<file path="src/rtl/pwm_bank_pkg.sv">
package pwm_bank_pkg;

    // Field widths of one channel
    localparam int DUTY_W  = 10;
    localparam int FREQ_W  = 4;
    localparam int DIV_W   = 6;
    localparam int DIV_TOP = 32;

    // Configuration of one channel as held in the register file
    typedef struct packed {
        logic [FREQ_W-1:0] freq;
        logic [DUTY_W-1:0] duty;
    } chan_cfg_t;

    // Kinds of register address
    typedef enum logic [1:0] {
        AK_NONE   = 2'd0,
        AK_DUTY_L = 2'd1,
        AK_DUTY_H = 2'd2,
        AK_ENABLE = 2'd3
    } addr_kind_t;

    // Quantum length in clock cycles for a given frequency code
    function automatic logic [DIV_W-1:0] quantum_len(input logic [FREQ_W-1:0] f);
        return DIV_W'(DIV_TOP) - {{(DIV_W-FREQ_W){1'b0}}, f};
    endfunction

    // Readback byte of the duty-high/frequency register
    function automatic logic [7:0] hi_byte(input chan_cfg_t c);
        return {c.freq, 2'b00, c.duty[DUTY_W-1:8]};
    endfunction

endpackage

</file>
<file path="src/rtl/pwm_bank_regfile.sv">
module pwm_bank_regfile
    import pwm_bank_pkg::*;
#(
    parameter int         N_CH      = 4,
    parameter logic [7:0] BASE_ADDR = 8'h60
) (
    input  logic                  clk,
    input  logic                  rst,
    input  logic                  wr_en,
    input  logic [7:0]            addr,
    input  logic [7:0]            wr_data,
    output logic [7:0]            rd_data,
    output chan_cfg_t [N_CH-1:0]  cfg,
    output logic [N_CH-1:0]       en_vec
);

    localparam int         IDX_W  = (N_CH > 1) ? $clog2(N_CH) : 1;
    localparam logic [7:0] EN_OFF = 8'(2 * N_CH);

    addr_kind_t       kind;
    logic [IDX_W-1:0] idx;
    logic [7:0]       off;

    // Address decode
    always_comb begin
        off  = addr - BASE_ADDR;
        kind = AK_NONE;
        idx  = off[IDX_W:1];
        if (addr >= BASE_ADDR) begin
            if (off < EN_OFF)
                kind = off[0] ? AK_DUTY_H : AK_DUTY_L;
            else if (off == EN_OFF)
                kind = AK_ENABLE;
        end
    end

    // Storage
    always_ff @(posedge clk) begin
        if (rst) begin
            cfg    <= '0;
            en_vec <= '0;
        end else if (wr_en) begin
            case (kind)
                AK_DUTY_L: cfg[idx].duty[7:0] <= wr_data;
                AK_DUTY_H: begin
                    cfg[idx].duty[DUTY_W-1:8] <= wr_data[1:0];
                    cfg[idx].freq             <= wr_data[7:4];
                end
                AK_ENABLE: en_vec <= wr_data[N_CH-1:0];
                default: ;
            endcase
        end
    end

    // Readback
    always_comb begin
        rd_data = '0;
        case (kind)
            AK_DUTY_L: rd_data = cfg[idx].duty[7:0];
            AK_DUTY_H: rd_data = hi_byte(cfg[idx]);
            AK_ENABLE: rd_data[N_CH-1:0] = en_vec;
            default:   rd_data = '0;
        endcase
    end

endmodule

</file>
<file path="src/rtl/pwm_bank_prescaler.sv">
module pwm_bank_prescaler
    import pwm_bank_pkg::*;
(
    input  logic             clk,
    input  logic             rst,
    input  logic             hold,
    input  logic [DIV_W-1:0] div,
    output logic             tick
);

    logic [DIV_W-1:0] cnt;

    assign tick = !hold && (cnt == div - DIV_W'(1));

    always_ff @(posedge clk) begin
        if (rst || hold)
            cnt <= '0;
        else if (tick)
            cnt <= '0;
        else
            cnt <= cnt + DIV_W'(1);
    end

endmodule

</file>
<file path="src/rtl/pwm_bank_channel.sv">
module pwm_bank_channel
    import pwm_bank_pkg::*;
(
    input  logic      clk,
    input  logic      rst,
    input  logic      en,
    input  chan_cfg_t cfg,
    output logic      pwm
);

    logic              run;
    logic              start;
    logic              tick;
    logic              wrap;
    logic [DUTY_W-1:0] quantum;
    logic [DUTY_W-1:0] duty_act;
    logic [DIV_W-1:0]  div_act;

    assign start = en && !run;
    assign wrap  = tick && (quantum == '1);

    pwm_bank_prescaler u_presc (
        .clk  (clk),
        .rst  (rst),
        .hold (!run),
        .div  (div_act),
        .tick (tick)
    );

    always_ff @(posedge clk) begin
        if (rst) begin
            run      <= 1'b0;
            quantum  <= '0;
            duty_act <= '0;
            div_act  <= DIV_W'(DIV_TOP);
        end else if (!en) begin
            run     <= 1'b0;
            quantum <= '0;
        end else begin
            run <= 1'b1;
            if (start || wrap) begin
                duty_act <= cfg.duty;
                div_act  <= quantum_len(cfg.freq);
            end
            if (start)
                quantum <= '0;
            else if (tick)
                quantum <= quantum + DUTY_W'(1);
        end
    end

    assign pwm = run && en && (quantum <= duty_act);

endmodule

</file>
<file path="src/rtl/pwm_bank.sv">
module pwm_bank
    import pwm_bank_pkg::*;
#(
    parameter int         N_CH      = 4,
    parameter logic [7:0] BASE_ADDR = 8'h60
) (
    input  logic            clk,
    input  logic            rst,
    input  logic            wr_en,
    input  logic [7:0]      addr,
    input  logic [7:0]      wr_data,
    output logic [7:0]      rd_data,
    output logic [N_CH-1:0] pwm_out
);

    chan_cfg_t [N_CH-1:0] cfg;
    logic [N_CH-1:0]      en_vec;

    pwm_bank_regfile #(
        .N_CH      (N_CH),
        .BASE_ADDR (BASE_ADDR)
    ) u_regs (
        .clk     (clk),
        .rst     (rst),
        .wr_en   (wr_en),
        .addr    (addr),
        .wr_data (wr_data),
        .rd_data (rd_data),
        .cfg     (cfg),
        .en_vec  (en_vec)
    );

    for (genvar g = 0; g < N_CH; g++) begin : g_ch
        pwm_bank_channel u_ch (
            .clk (clk),
            .rst (rst),
            .en  (en_vec[g]),
            .cfg (cfg[g]),
            .pwm (pwm_out[g])
        );
    end

endmodule

</file>
<file path="config.mk">
export PLATFORM = sky130hd
export DESIGN_NAME = pwm_bank
export DESIGN_NICKNAME = d
export VERILOG_FILES = /design/src/rtl/pwm_bank_pkg.sv /design/src/rtl/pwm_bank_regfile.sv /design/src/rtl/pwm_bank_prescaler.sv /design/src/rtl/pwm_bank_channel.sv /design/src/rtl/pwm_bank.sv
export SDC_FILE = /design/constraint.sdc
export NUM_CORES = 1
export LEC_CHECK = 0
export BUFFER_PORTS_ARGS = -buffer_cell sky130_fd_sc_hd__buf_2
export CAP_MARGIN = 0
export CORE_MARGIN = 1
export CORE_UTILIZATION = 40
export CTS_CLUSTER_DIAMETER = 80
export DETAILED_ROUTE_END_ITERATION = 8
export HOLD_SLACK_MARGIN = 0.03
export PLACE_DENSITY = 0.65
export RECOVER_POWER = 100
export SETUP_SLACK_MARGIN = 0.05
export SYNTH_ARGS = -nofsm -noshare
export SYNTH_HDL_FRONTEND = slang
export SYNTH_HIERARCHICAL = 1
export SYNTH_SLANG_ARGS = --single-unit
</file>
<file path="constraint.sdc">
create_clock -name clk -period 5.1 [get_ports clk]
set_input_delay 0.255 -clock clk [delete_from_list [all_inputs] [get_ports clk]]
set_output_delay 0.255 -clock clk [all_outputs]
set_load 0.03 [all_outputs]
</file>
# Word-level counts from Yosys, hierarchy flattened
# Cells that the tools add are included.
op_classes:
  addsub: 17
  magnitude_cmp: 8
  eq_ne: 12
  mux: 22
  n_bitwise: 4
  n_reduce_logical: 48
ops:
  columns: ["op", "n"]
  rows:
  - ["56-bit bitwise mux", 3]
  - ["56-bit case mux with 2 select lines", 1]
  - ["14-bit demux with 2-bit select", 3]
  - ["10-bit by 1-bit adder with 10-bit output (second input constant)", 4]
  - ["10-bit == test (second input constant)", 4]
  - ["10-bit <= comparator", 4]
  - ["14-bit binary-select mux with 2-bit select", 1]
  - ["14-bit 2-to-1 mux", 2]
  - ["6-bit by 1-bit adder with 6-bit output (second input constant)", 4]
  - ["6-bit == test", 4]
  - ["6-bit by 1-bit subtractor with 6-bit output (second input constant)", 4]
  - ["6-bit by 4-bit subtractor with 6-bit output (first input constant)", 4]
  - ["1-bit logical AND", 21]
  - ["4-bit case mux with 3 select lines", 1]
  - ["2-bit AND reduction", 6]
  - ["3-bit OR reduction", 4]
  - ["10-bit 2-to-1 mux", 1]
  - ["8-bit by 4-bit == test with 1-bit output (second input constant)", 1]
  - ["8-bit by 7-bit greater-or-equal comparator with 1-bit output (second input constant)", 1]
  - ["1-bit logical OR", 8]
  - ["8-bit by 4-bit < comparator with 1-bit output (second input constant)", 1]
  - ["2-bit 2-to-1 mux", 4]
  - ["8-bit 2-to-1 mux", 1]
  - ["4-bit case mux with 2 select lines", 1]
  - ["10 further kinds", 23]
word_totals:
  reg_bits: 192
  inputBits: 19
  out_inout_bits: 12

# Longest topological paths before layout
# Gate-level depths: netlist (run 1).
logic_depth:
  depth_word: 8
  ltp_mapped: 13
  ltp_nobuf: 10

# By module
# Netlist (run 1), hierarchy kept.
by_module_without_submodules:
  columns: ["module", "n_inst", "cells_each", "area_per_inst_um2", "seq_area_each_um2"]
  rows:
  - ["pwm_bank_channel", 4, 151, 1380.1, 540.5]
  - ["pwm_bank_regfile", 1, 348, 2999.1, 1201.2]
  - ["pwm_bank_prescaler", 4, 44, 419.2, 120.1]

# Least setup slack after synthesis (run 1)
# No wires, ideal clock.
synth_path:
  path_type: "reg2reg"
  from: "register g_ch[0].u_ch.div_act[0]"
  to: "register g_ch[0].u_ch.div_act[0]"
  arrival_ns: 2.883
  required_ns: 4.972
  setup_slack_ns: 2.089
  path_stages_with_launch: 12
  n_path_buf: 3
  cell_sequence: "dfxtp_1 -> or3_4 -> or4_4 -> a2111oi_4 -> and2_1 -> buf_4 -> nand4_2 -> o41ai_2 -> buf_6 -> buf_12 -> mux2i_1 -> nor2_1"
synth_between:
  elab_chain_len: 6
synth_lines:
  columns: ["item", "line_no", "rtl"]
  rows:
  - ["start: declaration", "pwm_bank_channel.sv:17", "logic [DIV_W-1:0] div_act;"]
  - ["start signal: assignment", "pwm_bank_channel.sv:35", "div_act <= DIV_W'(DIV_TOP);"]
  - ["start signal: assignment", "pwm_bank_channel.sv:43", "div_act <= quantum_len(cfg.freq);"]
  - ["6-bit by 1-bit subtractor with 6-bit output", "pwm_bank_prescaler.sv:13", "assign tick = !hold && (cnt == div - DIV_W'(1));"]
  - ["6-bit == test", "pwm_bank_prescaler.sv:13", null]
  - ["1-bit logical AND", "pwm_bank_prescaler.sv:13", null]
  - ["named net g_ch[0].u_ch.tick", "pwm_bank_channel.sv:13", "logic tick;"]
  - ["1-bit logical AND", "pwm_bank_channel.sv:20", "assign wrap = tick && (quantum == '1);"]
  - ["1-bit logical OR", "pwm_bank_channel.sv:41", "if (start || wrap) begin"]
  - ["2-bit AND reduction (no source line)", null, null]
# The timed path passes the listed nets, and every way through them passes these cells.
# A chain may end at the register's enable or synchronous reset.

# Final worst setup path (run 1)
layout_path:
  from: "input port addr[1]"
  to: "output port rd_data[1]"
layout_between:
  elab_chain_len: 7
  word_cells_on_any_way: 13
  classes_between: "1 x add/sub; 2 x order compare; 4 x eq/ne; 6 x mux"
layout_lines:
  columns: ["item", "line_no", "rtl"]
  rows:
  - ["start: declaration", "pwm_bank.sv:10", "input logic [7:0] addr,"]
  - ["branches (longest 6 deep; another with 8-bit by 7-bit subtractor with 8-bit output)", null, null]
  - ["4-bit case mux with 3 select lines *", "pwm_bank_regfile.sv:58", "case (kind)"]
  - ["end: declaration", "pwm_bank.sv:12", "output logic [7:0] rd_data,"]
# Mark *: on every way between the ends. The select of a mux whose other input is x is not followed.

==> run_results.csv, run 1 <==
group,metric,value,unit
floorplan,fp-row-count,58,
outcome,status,"complete, but fails checks",
grt,grt_pass1_vias,7487,
worst_setup_path,cp_max_fo,24,
place,place_hpwl,16400,µm
yosys,synth_area_leaders,"dfxtp_1, ha_1, mux2i_1",
clock_network,cts_tree,"built",
sta,max_slew_margin,-51.22,%
worst_setup_path,ff2ff_setup_slack,0.90,ns
yosys,synth_fp_nets,1208,
clock_network,postCtsResizedCells,0,
floorplan,start_util,40.61,%
grt,track_usage,18.48,%
drt,routed-via-count,8063,
sta,rsz0062_at_grt,"no",
hold_path,hp-class,"input pin to flip-flop",
worst_setup_path,critical_path.cell_chain,"buf_2 -> nor2_1 -> a211oi_1 -> a2111oi_0 -> ha_1 -> nor2b_1 -> a22oi_1 -> a31oi_1 -> clkbuf_1",
grt,antenna_found_initial,1,
floorplan,core,25110,µm²
sta,skew,0.01218,ns
yosys,netlist_top_cells_count,"dfxtp_1, nor2_1, a21oi_1, nand3_1, inv_1",
sta,report.final.setup_viol,0,
floorplan,dieHeight,161.7,µm
worst_setup_path,critPathCaptureType,"output port",
pwr,p_int,2.193,mW
hold_path,whs_path_depth,3,
worst_setup_path,crit_slowest_cell,"nor2_1",
yosys,synth.most_common_cell,"dfxtp_1",
sta,finalHoldViolCount,0,
clock_network,htree_levels,4,
pwr,pwr-share-comb,2.8,%
sta,slew_violations,48,
finish,register_area,3844,µm²
finish,multiInputGateArea,5679,µm²
place,pre_cts_ws,1.036,ns
drt,wl_per_cell,15.92,µm
clock_network,insertion_delay,0.44,ns
yosys,ys_seq_area_share,37.70,%
grt,grt_max_degree,77,
outcome,violations,"max-capacitance violations, max-slew violations",
yosys,syn_inst,1128,
grt,grt_remaining_overflow,0,
pwr,switching_share,23.64,%
worst_setup_path,crit_required,4.85,ns
job,drv_cap,2,
sta,setup_ws,0.8856,ns
pwr,p_switching,0.6789,mW
sta,tightest_slew,2.268,ns
clock_network,cts_sinks,192,
clock_network,numCtsBuffers,17,
grt,grt_pass1_wl,38700,µm
sta,period_needed,4.214,ns
worst_setup_path,critical_path_class,"input pin to output port",
yosys,synth-seq-cells,192,
drt,routed_via_density,5.500,
drt,initialDrtViolationCount,685,
worst_setup_path,reg2reg_from,"g_ch[2].u_ch/div_act[0]",
drt,drcViolationCount,0,
yosys,synth_top_area_cell,"dfxtp_1",
yosys,synthArstFlopShare,0,%
yosys,synth_edf_count,0,
pwr,power.density_cell_area,262.2,nW/µm²
place,routabilityCongestion,0.9331,
drt,finalWirelength,23350,µm
worst_setup_path,cp_num_cells,9,
yosys,yosysTopAreaCellShare,37.70,%
worst_setup_path,r2r_cells,9,
clock_network,clkTransAtPathRegs,0.07,ns
worst_setup_path,critPathTopFamily,"compound AO/OA/AOI/OAI gates",
clock_network,cts-root-buf,"clkbuf_16",
pwr,ir_drop,0.1801,mV
floorplan,die_w,161.7,µm
sta,period_share,82.63,%
finish,drive_above_1_share,6.872,%
yosys,syn-cell-area,10200,µm²
worst_setup_path,startpoint_type,"input pin",
floorplan,ios,31,
worst_setup_path,arrival,3.96,ns
worst_setup_path,cp_slowest_stage_delay,0.85,ns
finish,layout.nets,1202,
finish,fillers,2486,
floorplan,dieArea,26130,µm²
pwr,clkPwrFrac,45.0,%
clock_network,clockBufferDepth,2,
worst_setup_path,cp_num_buf_inv,2,
drt,ant_nets,0,
yosys,yosysWarnings,6,
drt,firstDrtPassIters,5,
sta,setup-tns-final,0,ns
finish,syn2layout_area_growth,7.400,%
hold_path,min_to,"u_regs/en_vec[2]",
hold_path,worstHoldStart,"wr_en",
place,portBuffers,30,
pwr,power.share.sequential,52.2,%
clock_network,post-cts-setup-buffer-count,0,
sta,fmax,237.3,MHz
yosys,avgSynthCellArea,9.039,µm²
pwr,p_leak,3.627,nW
yosys,synth_cell_types,54,
worst_setup_path,r2r_end,"g_ch[2].u_ch/div_act[3]",
yosys,yosys_most_used_dff,"dfxtp_1",
clock_network,ctsHoldBuffers,0,
-- worst max path at each step --
| stage | to | slack, ns | start |
|---|---|---|---|
| after detailed placement | u_regs/cfg[48] | 1.04 | addr[1] |
| after CTS | rd_data[1] | 1.41 | addr[1] |
| after floorplan | g_ch[0].u_ch/div_act[0] | 2.09 | g_ch[0].u_ch/div_act[0] |
| after global placement | u_regs/cfg[14] | 1.27 | addr[1] |
| after global routing | g_ch[2].u_ch/div_act[4] | 0.57 | g_ch[2].u_ch/div_act[0] |
| final | rd_data[1] | 0.89 | addr[1] |
-- worst min-delay path, delay by kind of cell --
| family | cells | cell delay (ns) |
|---|---|---|
| AO/OA/AOI/OAI | 1 | 0.06 |
| AND/OR/NAND/NOR | 1 | 0.09 |
| buffers and inverters | 1 | 0.15 |
-- cell type report --
cell class	instances	share of cell area [%]
inverters	68	2.331
diodes	1	0.02285
flip-flops and latches	192	35.10
well taps	330	3.771
multi-input cells	806	51.86
clock buffers	21	4.296
repair buffers	37	1.748
clock inverters	11	0.8684
-- power groups by stage --
stage                     Clock [mW]  Combinational [mW]  Sequential (mW)
after floorplan                    0              0.0553             1.53
after global placement             0              0.0800             1.53
after detailed placement           0              0.0805             1.53
after CTS                       1.33              0.0810             1.50
after global routing            1.38              0.0871             1.50
final                           1.29              0.0809             1.50
-- per-layer routing --
| layer | up-vias | track usage (%) | wire length, µm |
|---|---|---|---|
| li1 | 3976 | - | - |
| met1 | 3822 | 25.67 | 10730 |
| met2 | 247 | 28.59 | 10570 |
| met3 | 18 | 4.239 | 1832 |
| met4 | 0 | 5.189 | 214 |
| met5 | - | 0 | 0 |
-- cells by family (layout without fill, tap and decap cells) --
group                    count (synthesis)  count (layout)  share of synthesized area (%)
AO/OA/AOI/OAI                          213             213                          13.51
XOR/XNOR                                89              89                          7.645
multiplexers                            77              77                          9.155
adder cells (fa/ha/maj)                 61              61                          7.486
flip-flops                             192             192                          37.70
other                                    0               1                              0
buffers and inverters                  130             137                          6.455
AND/OR/NAND/NOR                        366             366                          18.05
-- through the flow --
step                util, %  hold WS (ns)  power (mW)  area (µm²)  std cells
floorplan                 -        0.3381       1.589       10200       1128
global placement      41.72        0.4755       1.614       10480       1433
detailed placement    41.72        0.4812       1.615       10480       1433
CTS                   43.97        0.1417       2.908       11040       1465
global route          43.61        0.1584       2.968       10950       1466
finish                43.61        0.1655       2.871       10950       1466
-- sequential cells by signal, indices dropped and copies added (netlist names) --
| signal | cells |
|---|---|
| g_ch.u_ch/div_act | 24 |
| g_ch.u_ch/duty_act | 40 |
| g_ch.u_ch/quantum | 40 |
| g_ch.u_ch/run | 4 |
| g_ch.u_ch/u_presc/cnt | 24 |
| u_regs/cfg | 56 |
| u_regs/en_vec | 4 |
-- cells in the final DEF, fill, tap and decap left out, drive strengths merged, types with 36 or more instances in the layout --
master / instances
a21oi: 92
clkbuf: 36
dfxtp: 192
ha: 61
inv: 73
mux2i: 61
nand2: 56
nand3: 91
nor2: 116
o21ai: 60
xnor2: 52
xor2: 37
No activity file was read; power rests on OpenSTA's default activity.
==> run 2, diff against run 1 <==
==> constraint.sdc (replaced) <==
create_clock -name clk -period 4.25 [get_ports clk]
set_input_delay 0.2125 -clock clk [delete_from_list [all_inputs] [get_ports clk]]
set_output_delay 0.2125 -clock clk [all_outputs]
set_load 0.03 [all_outputs]
==> run_results.csv, run 2 (synthesis results as in run 1) <==
group,metric,value,unit
grt,grt_remaining_overflow,0,
hold_path,whs_path_depth,3,
worst_setup_path,cp_slowest_stage_delay,0.53,ns
finish,regMostFlops,"u_regs/cfg",
floorplan,die_w,161.7,µm
grt,track_usage,18.51,%
worst_setup_path,crit_slowest_cell,"a2111oi_4",
worst_setup_path,r2r_cells,9,
grt,grt_max_degree,82,
place,post_dp_cell_area,10500,µm²
pwr,ir_drop,0.2748,mV
drt,ant_nets,0,
sta,slew_violations,82,
sta,fmax,276.1,MHz
clock_network,ctsHoldBuffers,0,
drt,wl_per_cell,15.97,µm
drt,drcViolationCount,0,
drt,firstDrtPassIters,5,
drt,routed-via-count,8056,
worst_setup_path,arrival,3.87,ns
floorplan,dieHeight,161.7,µm
finish,final_cell_mix,"dfxtp_1, nor2_1, a21oi_1",
drt,finalWirelength,23490,µm
clock_network,numCtsBuffers,17,
clock_network,cts_tree,"built",
hold_path,min_to,"u_regs/cfg[30]",
place,portBuffers,30,
finish,stdcell_area,10970,µm²
sta,skew,0.01799,ns
grt,grt_pass1_wl,38800,µm
grt,antenna_found_initial,0,
clock_network,postCtsResizedCells,0,
floorplan,fp-row-count,58,
worst_setup_path,crit_required,4.50,ns
grt,grt_pass1_vias,7581,
outcome,violations,"max-capacitance violations, max-slew violations",
worst_setup_path,critPathCaptureType,"flip-flop",
pwr,power.density_cell_area,320.5,nW/µm²
clock_network,clockBufferDepth,2,
floorplan,dieArea,26130,µm²
worst_setup_path,critical_path_class,"flip-flop to flip-flop",
sta,period_needed,3.622,ns
sta,rsz0062_at_grt,"no",
clock_network,insertion_delay,0.44,ns
floorplan,start_util,40.61,%
clock_network,post-cts-setup-buffer-count,0,
hold_path,hp-class,"input pin to flip-flop",
finish,top_regs,"u_regs/cfg: 56 flops, g_ch.u_ch/duty_act: 40 flops, g_ch.u_ch/quantum: 40 flops",
sta,period_share,85.23,%
clock_network,htree_levels,4,
floorplan,core,25110,µm²
drt,routed_via_density,5.477,
sta,finalHoldViolCount,0,
worst_setup_path,startpoint_type,"flip-flop",
clock_network,clkTransAtPathRegs,0.07,ns
finish,layout.nets,1207,
finish,drive_above_1_share,7.105,%
worst_setup_path,ff2ff_setup_slack,0.63,ns
pwr,p_leak,3.591,nW
drt,initialDrtViolationCount,720,
hold_path,worstHoldStart,"wr_data[2]",
place,routabilityCongestion,0.8634,
sta,setup-tns-final,0,ns
sta,tightest_slew,1.687,ns
outcome,status,"complete, but fails checks",
worst_setup_path,r2r_end,"g_ch[2].u_ch/duty_act[1]",
worst_setup_path,cp_max_fo,18,
floorplan,ios,31,
finish,largest_reg_flops,56,
worst_setup_path,critical_path.cell_chain,"or3_1 -> or4_1 -> a2111oi_4 -> and2_0 -> nand4_1 -> o41ai_1 -> buf_4 -> mux2i_1 -> nor2_1",
place,place_hpwl,16790,µm
clock_network,cts-root-buf,"clkbuf_16",
job,drv_cap,1,
worst_setup_path,reg2reg_from,"g_ch[2].u_ch/div_act[0]",
sta,report.final.setup_viol,0,
sta,max_slew_margin,-12.44,%
clock_network,cts_sinks,192,
finish,fillers,2513,
finish,syn2layout_area_growth,7.560,%
finish,final_common_cell,"dfxtp_1",
## run 2: power by group
group	total, mW	leakage (nW)	internal, mW	switching (mW)
Sequential	1.80	1.55	1.80	0.000929
Combinational	0.0983	1.77	0.0221	0.0762
Clock	1.62	0.279	0.895	0.722
## run 2: final cells by class
| type | count | area (µm²) | area share, % |
|---|---|---|---|
| Antenna cell | 1 | 2.502 | 0.02282 |
| Inverter | 68 | 255.2 | 2.327 |
| Clock inverter | 13 | 150.1 | 1.369 |
| Tap cell | 330 | 412.9 | 3.765 |
| Multi-Input combinational cell | 806 | 5639 | 51.42 |
| Timing Repair Buffer | 42 | 220.2 | 2.008 |
| Clock buffer | 19 | 442.9 | 4.039 |
| Sequential cell | 192 | 3844 | 35.05 |
## run 2: how the worst max path moves through the flow
stage                                  from                       end  slack, ns
finish              g_ch[2].u_ch/div_act[0]  g_ch[2].u_ch/duty_act[1]       0.63
global route        g_ch[2].u_ch/div_act[0]  g_ch[2].u_ch/duty_act[5]       0.33
CTS                 g_ch[3].u_ch/div_act[0]  g_ch[3].u_ch/duty_act[6]       0.87
floorplan           g_ch[0].u_ch/div_act[0]   g_ch[0].u_ch/div_act[0]       1.24
global placement    g_ch[3].u_ch/div_act[0]  g_ch[3].u_ch/duty_act[3]       0.95
detailed placement  g_ch[3].u_ch/div_act[0]  g_ch[3].u_ch/duty_act[6]       0.90
## run 2: critical path, delay by kind of cell, from the launching register on
kind	cells	cell delay (ns)
AO/OA/AOI/OAI	2	0.93
buffers and inverters	1	0.34
flip-flops	1	0.35
multiplexers	1	0.22
AND/OR/NAND/NOR	5	1.59
## run 2: metal layers
layer	routed length [µm]	up-vias	global-route usage (%)
met4	385	0	6.175
met3	1757	23	5.312
met5	0	-	0
li1	-	3982	-
met2	10520	218	28.27
met1	10820	3833	24.96
## run 2: per-stage QoR
| stage | instances | util (%) | setup slack (ns) | hold slack, ns | power [mW] |
|---|---|---|---|---|---|
| final | 1471 | 43.68 | 0.6276 | 0.1392 | 3.515 |
| after global routing | 1470 | 43.67 | 0.3290 | 0.1142 | 3.642 |
| after CTS | 1470 | 44.18 | 0.8704 | 0.1205 | 3.559 |
| after detailed placement | 1438 | 41.82 | 0.8958 | 0.4830 | 1.939 |
| after global placement | 1438 | 41.82 | 0.9474 | 0.4737 | 1.938 |
| after floorplan | 1128 | - | 1.239 | 0.2956 | 1.907 |
